--- src/rtl/chop_pkg.sv ---
package chop_pkg;

  typedef enum logic [1:0] {
    PH_OFF    = 2'd0,
    PH_CHARGE = 2'd1,
    PH_SLOW   = 2'd2,
    PH_FAST   = 2'd3
  } phase_e;

  // Gate word order is {U1,U2,L1,L2}; neg selects the reversed diagonal.
  function automatic logic [3:0] bridge_pattern(phase_e ph, logic neg);
    logic [3:0] diag_a;
    logic [3:0] diag_b;
    diag_a = 4'b1001;
    diag_b = 4'b0110;
    unique case (ph)
      PH_CHARGE: return neg ? diag_b : diag_a;
      PH_SLOW:   return 4'b0011;
      PH_FAST:   return neg ? diag_a : diag_b;
      default:   return 4'b0000;
    endcase
  endfunction

  function automatic int unsigned ceil_div(int unsigned num, int unsigned den);
    return (num + den - 1) / den;
  endfunction

endpackage

--- src/rtl/chop_timebase.sv ---
module chop_timebase #(
  parameter int unsigned DIV       = 20,
  parameter int unsigned SUBS      = 5,
  parameter int unsigned FAST_SUBS = 2,
  parameter int unsigned SENSE_CYC = 4
) (
  input  logic clk,
  input  logic rst,
  input  logic en,
  output logic at_start,
  output logic period_end,
  output logic fast_win,
  output logic sense_point
);
  localparam int unsigned DW = $clog2(DIV);
  localparam int unsigned SW = $clog2(SUBS);
  localparam logic [DW-1:0] DIV_LAST   = DW'(DIV - 1);
  localparam logic [SW-1:0] SUB_LAST   = SW'(SUBS - 1);
  localparam logic [SW-1:0] MDT_SUB    = SW'(SUBS - FAST_SUBS);
  localparam logic [DW-1:0] SENSE_LAST = DW'(SENSE_CYC - 1);

  logic [DW-1:0] div_cnt;
  logic [SW-1:0] sub_cnt;
  logic          sub_tick;

  assign sub_tick    = (div_cnt == DIV_LAST);
  assign period_end  = sub_tick && (sub_cnt == SUB_LAST);
  assign at_start    = (div_cnt == '0) && (sub_cnt == '0);
  assign fast_win    = (sub_cnt >= MDT_SUB);
  assign sense_point = (sub_cnt == '0) && (div_cnt == SENSE_LAST);

  always_ff @(posedge clk) begin
    if (rst || !en) begin
      div_cnt <= '0;
      sub_cnt <= '0;
    end else if (sub_tick) begin
      div_cnt <= '0;
      sub_cnt <= (sub_cnt == SUB_LAST) ? '0 : sub_cnt + 1'b1;
    end else begin
      div_cnt <= div_cnt + 1'b1;
    end
  end

  p_period_wrap_r1: assert property (@(posedge clk) disable iff (rst)
    (en && period_end) |=> at_start);

endmodule

--- src/rtl/chop_cmp_sync.sv ---
module chop_cmp_sync #(
  parameter int unsigned STAGES = 2
) (
  input  logic clk,
  input  logic rst,
  input  logic async_in,
  output logic sync_out
);
  logic [STAGES-1:0] chain;

  always_ff @(posedge clk) begin
    if (rst) chain <= '0;
    else     chain <= {chain[STAGES-2:0], async_in};
  end

  assign sync_out = chain[STAGES-1];

endmodule

--- src/rtl/chop_phase_ctrl.sv ---
module chop_phase_ctrl
  import chop_pkg::*;
(
  input  logic   clk,
  input  logic   rst,
  input  logic   en,
  input  logic   cmp_s,
  input  logic   dir_in,
  input  logic   at_start,
  input  logic   period_end,
  input  logic   fast_win,
  input  logic   sense_point,
  output phase_e phase,
  output logic   dir_q
);
  logic charge_q;
  logic skip_q;
  logic trip_evt;
  logic sense_end;

  // Comparator trip in a normal period, blanked on the first cycle.
  assign trip_evt  = !skip_q && cmp_s && !at_start;
  assign sense_end = skip_q && sense_point;

  always_ff @(posedge clk) begin
    if (rst) begin
      charge_q <= 1'b1;
      skip_q   <= 1'b0;
      dir_q    <= 1'b0;
    end else if (!en) begin
      charge_q <= 1'b1;
      skip_q   <= 1'b0;
      dir_q    <= dir_in;
    end else if (period_end) begin
      charge_q <= 1'b1;
      skip_q   <= cmp_s;
      dir_q    <= dir_in;
    end else if (charge_q && (trip_evt || sense_end)) begin
      charge_q <= 1'b0;
    end
  end

  always_comb begin
    if (!en)           phase = PH_OFF;
    else if (fast_win) phase = PH_FAST;
    else if (charge_q) phase = PH_CHARGE;
    else               phase = PH_SLOW;
  end

  p_fast_exit_r2: assert property (@(posedge clk) disable iff (rst)
    (en && phase == PH_FAST) |=> (!en || phase == PH_FAST || phase == PH_CHARGE));

  p_slow_exit_r3: assert property (@(posedge clk) disable iff (rst)
    (en && phase == PH_SLOW) |=> (!en || phase == PH_SLOW || phase == PH_FAST));

  p_dir_hold_r10: assert property (@(posedge clk) disable iff (rst)
    $changed(dir_q) |-> $past(period_end || !en));

endmodule

--- src/rtl/chop_deadtime.sv ---
module chop_deadtime #(
  parameter int unsigned DEAD_CYC = 2
) (
  input  logic       clk,
  input  logic       rst,
  input  logic       en,
  input  logic [3:0] des,
  output logic [3:0] gate_q
);
  localparam int unsigned TW = $clog2(DEAD_CYC + 1);
  localparam logic [TW-1:0] DEAD_LOAD = TW'(DEAD_CYC);
  localparam logic [TW-1:0] DEAD_ONE  = TW'(1);

  logic [TW-1:0] dt_cnt;
  logic          breaking;
  logic [3:0]    keep;

  assign keep     = gate_q & des;
  assign breaking = |(gate_q & ~des);

  always_ff @(posedge clk) begin
    if (rst || !en) begin
      gate_q <= '0;
      dt_cnt <= '0;
    end else if (dt_cnt == '0) begin
      if (des != gate_q) begin
        gate_q <= keep;
        dt_cnt <= DEAD_LOAD;
      end
    end else if (dt_cnt == DEAD_ONE) begin
      if (!breaking) begin
        gate_q <= des;
        dt_cnt <= '0;
      end else begin
        gate_q <= keep;
        dt_cnt <= DEAD_LOAD;
      end
    end else begin
      dt_cnt <= dt_cnt - 1'b1;
    end
  end

  p_no_shoot_r7: assert property (@(posedge clk) disable iff (rst)
    !((gate_q[3] && gate_q[1]) || (gate_q[2] && gate_q[0])));

  p_break_before_make_r7: assert property (@(posedge clk) disable iff (rst)
    ((gate_q & ~$past(gate_q)) != 4'b0000) |-> (($past(gate_q) & ~gate_q) == 4'b0000));

endmodule

--- src/rtl/mixed_decay_chopper.sv ---
module mixed_decay_chopper
  import chop_pkg::*;
#(
  parameter int unsigned MCLK_NS   = 250,
  parameter int unsigned DEAD_NS   = 300,
  parameter int unsigned DIV       = 20,
  parameter int unsigned SUBS      = 5,
  parameter int unsigned FAST_SUBS = 2,
  parameter int unsigned SENSE_CYC = 4
) (
  input  logic       clk,
  input  logic       rst,
  input  logic       en,
  input  logic       dir_in,
  input  logic       cmp_in,
  output logic       gate_u1_o,
  output logic       gate_u2_o,
  output logic       gate_l1_o,
  output logic       gate_l2_o,
  output logic [1:0] phase_o
);
  localparam int unsigned DEAD_RAW = ceil_div(DEAD_NS, MCLK_NS);
  localparam int unsigned DEAD_CYC = (DEAD_RAW < 1) ? 1 : DEAD_RAW;

  logic       at_start;
  logic       period_end;
  logic       fast_win;
  logic       sense_point;
  logic       cmp_s;
  logic       dir_q;
  phase_e     phase;
  logic [3:0] des;
  logic [3:0] gate_q;
  logic [3:0] gates;

  chop_timebase #(
    .DIV(DIV), .SUBS(SUBS), .FAST_SUBS(FAST_SUBS), .SENSE_CYC(SENSE_CYC)
  ) u_tb (
    .clk(clk), .rst(rst), .en(en),
    .at_start(at_start), .period_end(period_end),
    .fast_win(fast_win), .sense_point(sense_point)
  );

  chop_cmp_sync #(.STAGES(2)) u_sync (
    .clk(clk), .rst(rst), .async_in(cmp_in), .sync_out(cmp_s)
  );

  chop_phase_ctrl u_ctrl (
    .clk(clk), .rst(rst), .en(en), .cmp_s(cmp_s), .dir_in(dir_in),
    .at_start(at_start), .period_end(period_end), .fast_win(fast_win),
    .sense_point(sense_point), .phase(phase), .dir_q(dir_q)
  );

  assign des = bridge_pattern(phase, dir_q);

  chop_deadtime #(.DEAD_CYC(DEAD_CYC)) u_dead (
    .clk(clk), .rst(rst), .en(en), .des(des), .gate_q(gate_q)
  );

  // Enable acts on the outputs in the same cycle.
  assign gates     = gate_q & {4{en}};
  assign gate_u1_o = gates[3];
  assign gate_u2_o = gates[2];
  assign gate_l1_o = gates[1];
  assign gate_l2_o = gates[0];
  assign phase_o   = phase;

  p_dis_clears_r8: assert property (@(posedge clk) disable iff (rst)
    !en |=> (gate_q == 4'b0000));

endmodule

--- config.mk ---
export PLATFORM = sky130hd
export DESIGN_NAME = mixed_decay_chopper
export DESIGN_NICKNAME = d
export VERILOG_FILES = /design/src/rtl/chop_pkg.sv /design/src/rtl/chop_timebase.sv /design/src/rtl/chop_cmp_sync.sv /design/src/rtl/chop_phase_ctrl.sv /design/src/rtl/chop_deadtime.sv /design/src/rtl/mixed_decay_chopper.sv
export SDC_FILE = /design/constraint.sdc
export NUM_CORES = 1
export LEC_CHECK = 0
export CAP_MARGIN = 20
export CORE_MARGIN = 4
export CORE_UTILIZATION = 55
export CTS_BUF_LIST = sky130_fd_sc_hd__clkbuf_16
export CTS_CLUSTER_SIZE = 16
export DETAILED_ROUTE_END_ITERATION = 10
export PLACE_DENSITY_LB_ADDON = 0.1
export SLEW_MARGIN = 10
export SYNTH_ARGS = -nofsm -noshare
export SYNTH_HDL_FRONTEND = slang
export SYNTH_SLANG_ARGS = --single-unit
export TNS_END_PERCENT = 10
--- constraint.sdc ---
create_clock -name clk -period 3.95 [get_ports clk]
set_clock_uncertainty 0.2 [all_clocks]
set_input_delay 0.79 -clock clk [delete_from_list [all_inputs] [get_ports clk]]
set_output_delay 0.79 -clock clk [all_outputs]
set_load 0.02 [all_outputs]
==> results by stage <==
Yosys:
- The commonest register cell after synthesis is sky130_fd_sc_hd__dfxtp_1.
- Yosys mapped the design onto 33 distinct sky130hd cell types.
- After synthesis, the largest family of logic cells by area is simple AND/OR/NAND/NOR gates.
- The Yosys step of the flow raised 0 warnings.
- After technology mapping, the gate count stands at 131.
- The total nets after synthesis is 152.
- sky130_fd_sc_hd__dfxtp_1 takes more of the synthesized area than any other cell.
- Of the post-synthesis cell area, the dominant cell type holds 0.334.
- The complex-gate fraction of the synthesized area was 0.136.
- The mux contribution to synthesized area is 0.0527.
- The flop and latch count out of synthesis is 19.
- The adder and majority cell fraction of the synthesized area is 0.176.
- Summing every instance area after synthesis gives 1140 sq um.
- The sequential cell area fraction in the yosys report is 0.334.
- By area the synthesized netlist is led by sky130_fd_sc_hd__dfxtp_1 (33%), sky130_fd_sc_hd__ha_1 (18%), sky130_fd_sc_hd__mux2i_1 (5.3%).
- Of the total synthesized cell area, the portion taken by AND, OR, NAND and NOR gates is 0.214.
- The mean cell area of the mapped netlist is 8.69 sq um.
- The async set-or-reset flop fraction in the synthesized netlist is 0.
- The number of synthesized flops with an enable pin is 0.
- Of the total synthesized cell area, the portion taken by XOR and XNOR cells is 0.0231.

Route:
- The routed via count is 906.
- In the routed layout, each cell is associated on average with a via count of 5.33.
- The number of DRC markers in iteration 0 is 7.
- After detailed routing, the number of remaining DRC violations is 0.
- The detail-routed net length per standard cell is 11.8 microns.
- The wire length after detailed routing is 2010 microns.
- The number of optimization iterations in the first detailed-route pass is 4.
- The remaining antenna violation count is 0.

Floorplan:
- The height of the chip is 53.5 microns.
- The number of ports placed on the die boundary is 11.
- For this configuration, the core starts out at a cell density of 0.580.
- The area of the core region is 1960 sq um.
- In this run the horizontal extent of the chip is between 50 and 60 microns.
- Row generation in the floorplan step produced 16 rows.
- The floorplan step defined a die boundary enclosing around 2900 sq um.

Critical path:
- The endpoint identified for the worst register-to-register timing path is u_dead.gate_q[2].
- The logic depth of the worst register-to-register path is 10.
- At the worst endpoint, the required time is 2.96 ns.
- The launching point of the worst reg2reg path is u_tb.sub_cnt[0].
- The startpoint type of the worst setup path is an input pin.
- The largest fanout on the critical path is 9.
- The critical path endpoint category is a primary output.
- The worst setup path startpoint is en.
- The data arrival at the endpoint of the critical path is approximately 2.3 ns.
- The critical path in this run is classified as input pin to primary output.
- In this run the worst setup path terminates at phase_o[1].
- Setup slack on the worst reg-to-reg path comes out at 0.78 ns.

Power:
- The total design power is 487 uW.
- IR analysis of the VDD net gives a maximum drop of 0.305 mV.
- In this run the power density over the cells is 362 nW/um^2.
- In this run the static leakage power is approximately 0.00059 uW.

Cells and area:
- The net count of the finished layout is 165.
- Compared with the post-synthesis result, the final layout area differs by 18.0%.
- The final-layout fill cell count is 173.
- The layout cell share with drive strength beyond 1 is 0.0699.
- The number of antenna repair diodes is 0.

Worst hold path:
- The path class of the tightest hold or removal check is flop to flop.

Timing:
- The count of endpoints failing hold in the final timing report came to 0.
- The transition at the pin with the smallest max-transition slack is 0.551 ns.
- Of the available clock period, the critical path in the final layout requires 0.839.
- The final max-slew violation count came to 0.
- The final critical delay including setup and external delays is 3.31 ns.
- In the final timing run, aggregate negative setup slack is 0 ns.
- Setup repair after global routing left no endpoint under its margin.
- The worst relative slew slack is 0.631.
- The number of failing setup endpoints in the final timing report is 0.
- Timing would allow up to 302 MHz.

Global route:
- The global routing usage summed across all routing layers is 0.183.
- The first global-routing pass estimated 3750 microns of wire.
- The pin count of the biggest net entering global routing is 12.
- For this run, global-route usage on met3 was measured as 0.0423.
- The initial antenna violation count came to 0.
- Global routing finished with a remaining overflow of 0.
- In the global route stage, met1 resource usage came out at 0.229.
- The global routing met2 resource utilization is 0.288.
- The layer carrying the most global-route usage is met2.
- The via count of the first global-routing pass was 882.

Place:
- Detailed placement ended at an HPWL of 1570 microns.
- The count of buffers inserted at the top-level ports is 10.
- Routability-driven placement finished with a final weighted congestion of 0.946.

CTS:
- In this run the number of H-tree levels came out at 1.
- The number of hold buffers added after CTS was 0.
- TritonCTS created 3 clock buffers.
- The CTS clock-pin slew for the worst setup and hold paths is ~0.05 ns.
- After clock tree synthesis, the setup repair step added 0 buffers.
- The TritonCTS clock tree is done.
- The clock sink count is 19.
- The number of resized instances in the post-cts repair step is 0.
- The clock reaches the later pin of the worst-skew pair after 0.25 ns.
- The root buffer cell chosen for the clock tree is sky130_fd_sc_hd__clkbuf_16.
- The clock passes through at most 2 buffers.

Status:
- The flow ran to the end, and the final reports show no timing, DRC or antenna violations.

Flow run:
- The max-cap violation count is 0.
-- sequential cells by signal (all words and copies together) (netlist names) --
signal,flops
u_tb.div_cnt,5
u_dead.gate_q,4
u_tb.sub_cnt,3
u_dead.dt_cnt,2
u_sync.chain,2
u_ctrl.charge_q,1
u_ctrl.dir_q,1
u_ctrl.skip_q,1
-- stage by stage --
step | instance area [sq um] | worst slack, ns | instances | util | hold slack [ns]
floorplan | 1140 | 1.01 | 131 | - | 0.214
global placement | 1260 | 0.676 | 166 | 0.644 | 0.219
detailed placement | 1260 | 0.627 | 166 | 0.644 | 0.226
CTS | 1340 | 0.624 | 170 | 0.685 | 0.240
global route | 1340 | 0.512 | 170 | 0.685 | 0.267
finish | 1340 | 0.638 | 170 | 0.685 | 0.237
-- how the worst min path moves through the flow --
stage	depth (start not counted)	end	from	slack [ns]
CTS	1	u_sync.chain[1]	u_sync.chain[0]	0.24
finish	1	u_sync.chain[1]	u_sync.chain[0]	0.24
floorplan	1	u_sync.chain[1]	u_sync.chain[0]	0.21
global route	1	u_sync.chain[1]	u_sync.chain[0]	0.27
detailed placement	1	u_sync.chain[1]	u_sync.chain[0]	0.23
global placement	1	u_sync.chain[1]	u_sync.chain[0]	0.22
-- worst max-delay path, stage by stage --
cell and delay [ns]:
sky130_fd_sc_hd__clkdlybuf4s50_1 0.61, sky130_fd_sc_hd__inv_1 0.16, sky130_fd_sc_hd__a21oi_1 0.15, sky130_fd_sc_hd__clkdlybuf4s50_1 0.62
-- layout make-up --
cell class              count  area [sq um]  area share
multi-input cells          94           686       0.510
clock buffers               3          75.1      0.0559
flip-flops and latches     19           380       0.283
clock inverters             1          5.00     0.00372
repair buffers             11           108      0.0801
well taps                  27          33.8      0.0251
inverters                  15          56.3      0.0419
-- cells in the mapped netlist (3+ instances only) --
cell type and number:
sky130_fd_sc_hd__a22oi_1 3, sky130_fd_sc_hd__and2_1 4, sky130_fd_sc_hd__inv_1 15, sky130_fd_sc_hd__nor2b_1 3, sky130_fd_sc_hd__nand2b_1 5, sky130_fd_sc_hd__nand3_1 3, sky130_fd_sc_hd__dfxtp_1 19, sky130_fd_sc_hd__nand2_1 6
sky130_fd_sc_hd__ha_1 16, sky130_fd_sc_hd__nor2_1 13, sky130_fd_sc_hd__a31oi_1 4, sky130_fd_sc_hd__mux2i_1 6, sky130_fd_sc_hd__nor3_1 3, sky130_fd_sc_hd__a21oi_1 7, sky130_fd_sc_hd__o21ai_0 5
-- power by group --
group          switching [uW]  internal, uW  leakage (uW)
logic                    40.6          33.7      0.000396
clock network            69.7           136     0.0000409
registers                7.06           200      0.000155
-- metal layers --
| metal | vias to the layer above | wire length (microns) | part of all wire |
|---|---|---|---|
| li1 | 473 | - | - |
| met1 | 416 | 979 | 0.49 |
| met2 | 13 | 904 | 0.45 |
| met3 | 4 | 78 | 0.039 |
| met4 | 0 | 49 | 0.024 |
| met5 | - | 0 | 0 |
-- cells by family after synthesis --
family	after synthesis
DFF	19
muxes	6
and+or+nand+nor	45
buffers and inverters	18
xor gates and xnor gates	3
adders and majority gates	16
AOI/OAI and AO/OA	24
-- cells in the final DEF (no fill, tap or decap), types with 2 or more instances in the layout --
master and count:
sky130_fd_sc_hd__ha_1 16, sky130_fd_sc_hd__and2_1 4, sky130_fd_sc_hd__inv_1 15, sky130_fd_sc_hd__a31oi_1 4
sky130_fd_sc_hd__nand3_1 3, sky130_fd_sc_hd__o21ai_0 5, sky130_fd_sc_hd__nand2b_1 5, sky130_fd_sc_hd__nor3_1 3
sky130_fd_sc_hd__mux2i_1 6, sky130_fd_sc_hd__clkdlybuf4s50_1 10, sky130_fd_sc_hd__nor2_1 13, sky130_fd_sc_hd__clkbuf_16 3
sky130_fd_sc_hd__nand2_1 6, sky130_fd_sc_hd__xnor2_1 2, sky130_fd_sc_hd__dfxtp_1 19, sky130_fd_sc_hd__a21oi_1 7
sky130_fd_sc_hd__a22oi_1 3, sky130_fd_sc_hd__nor2b_1 3
No activity file was read; power rests on OpenSTA's default activity.
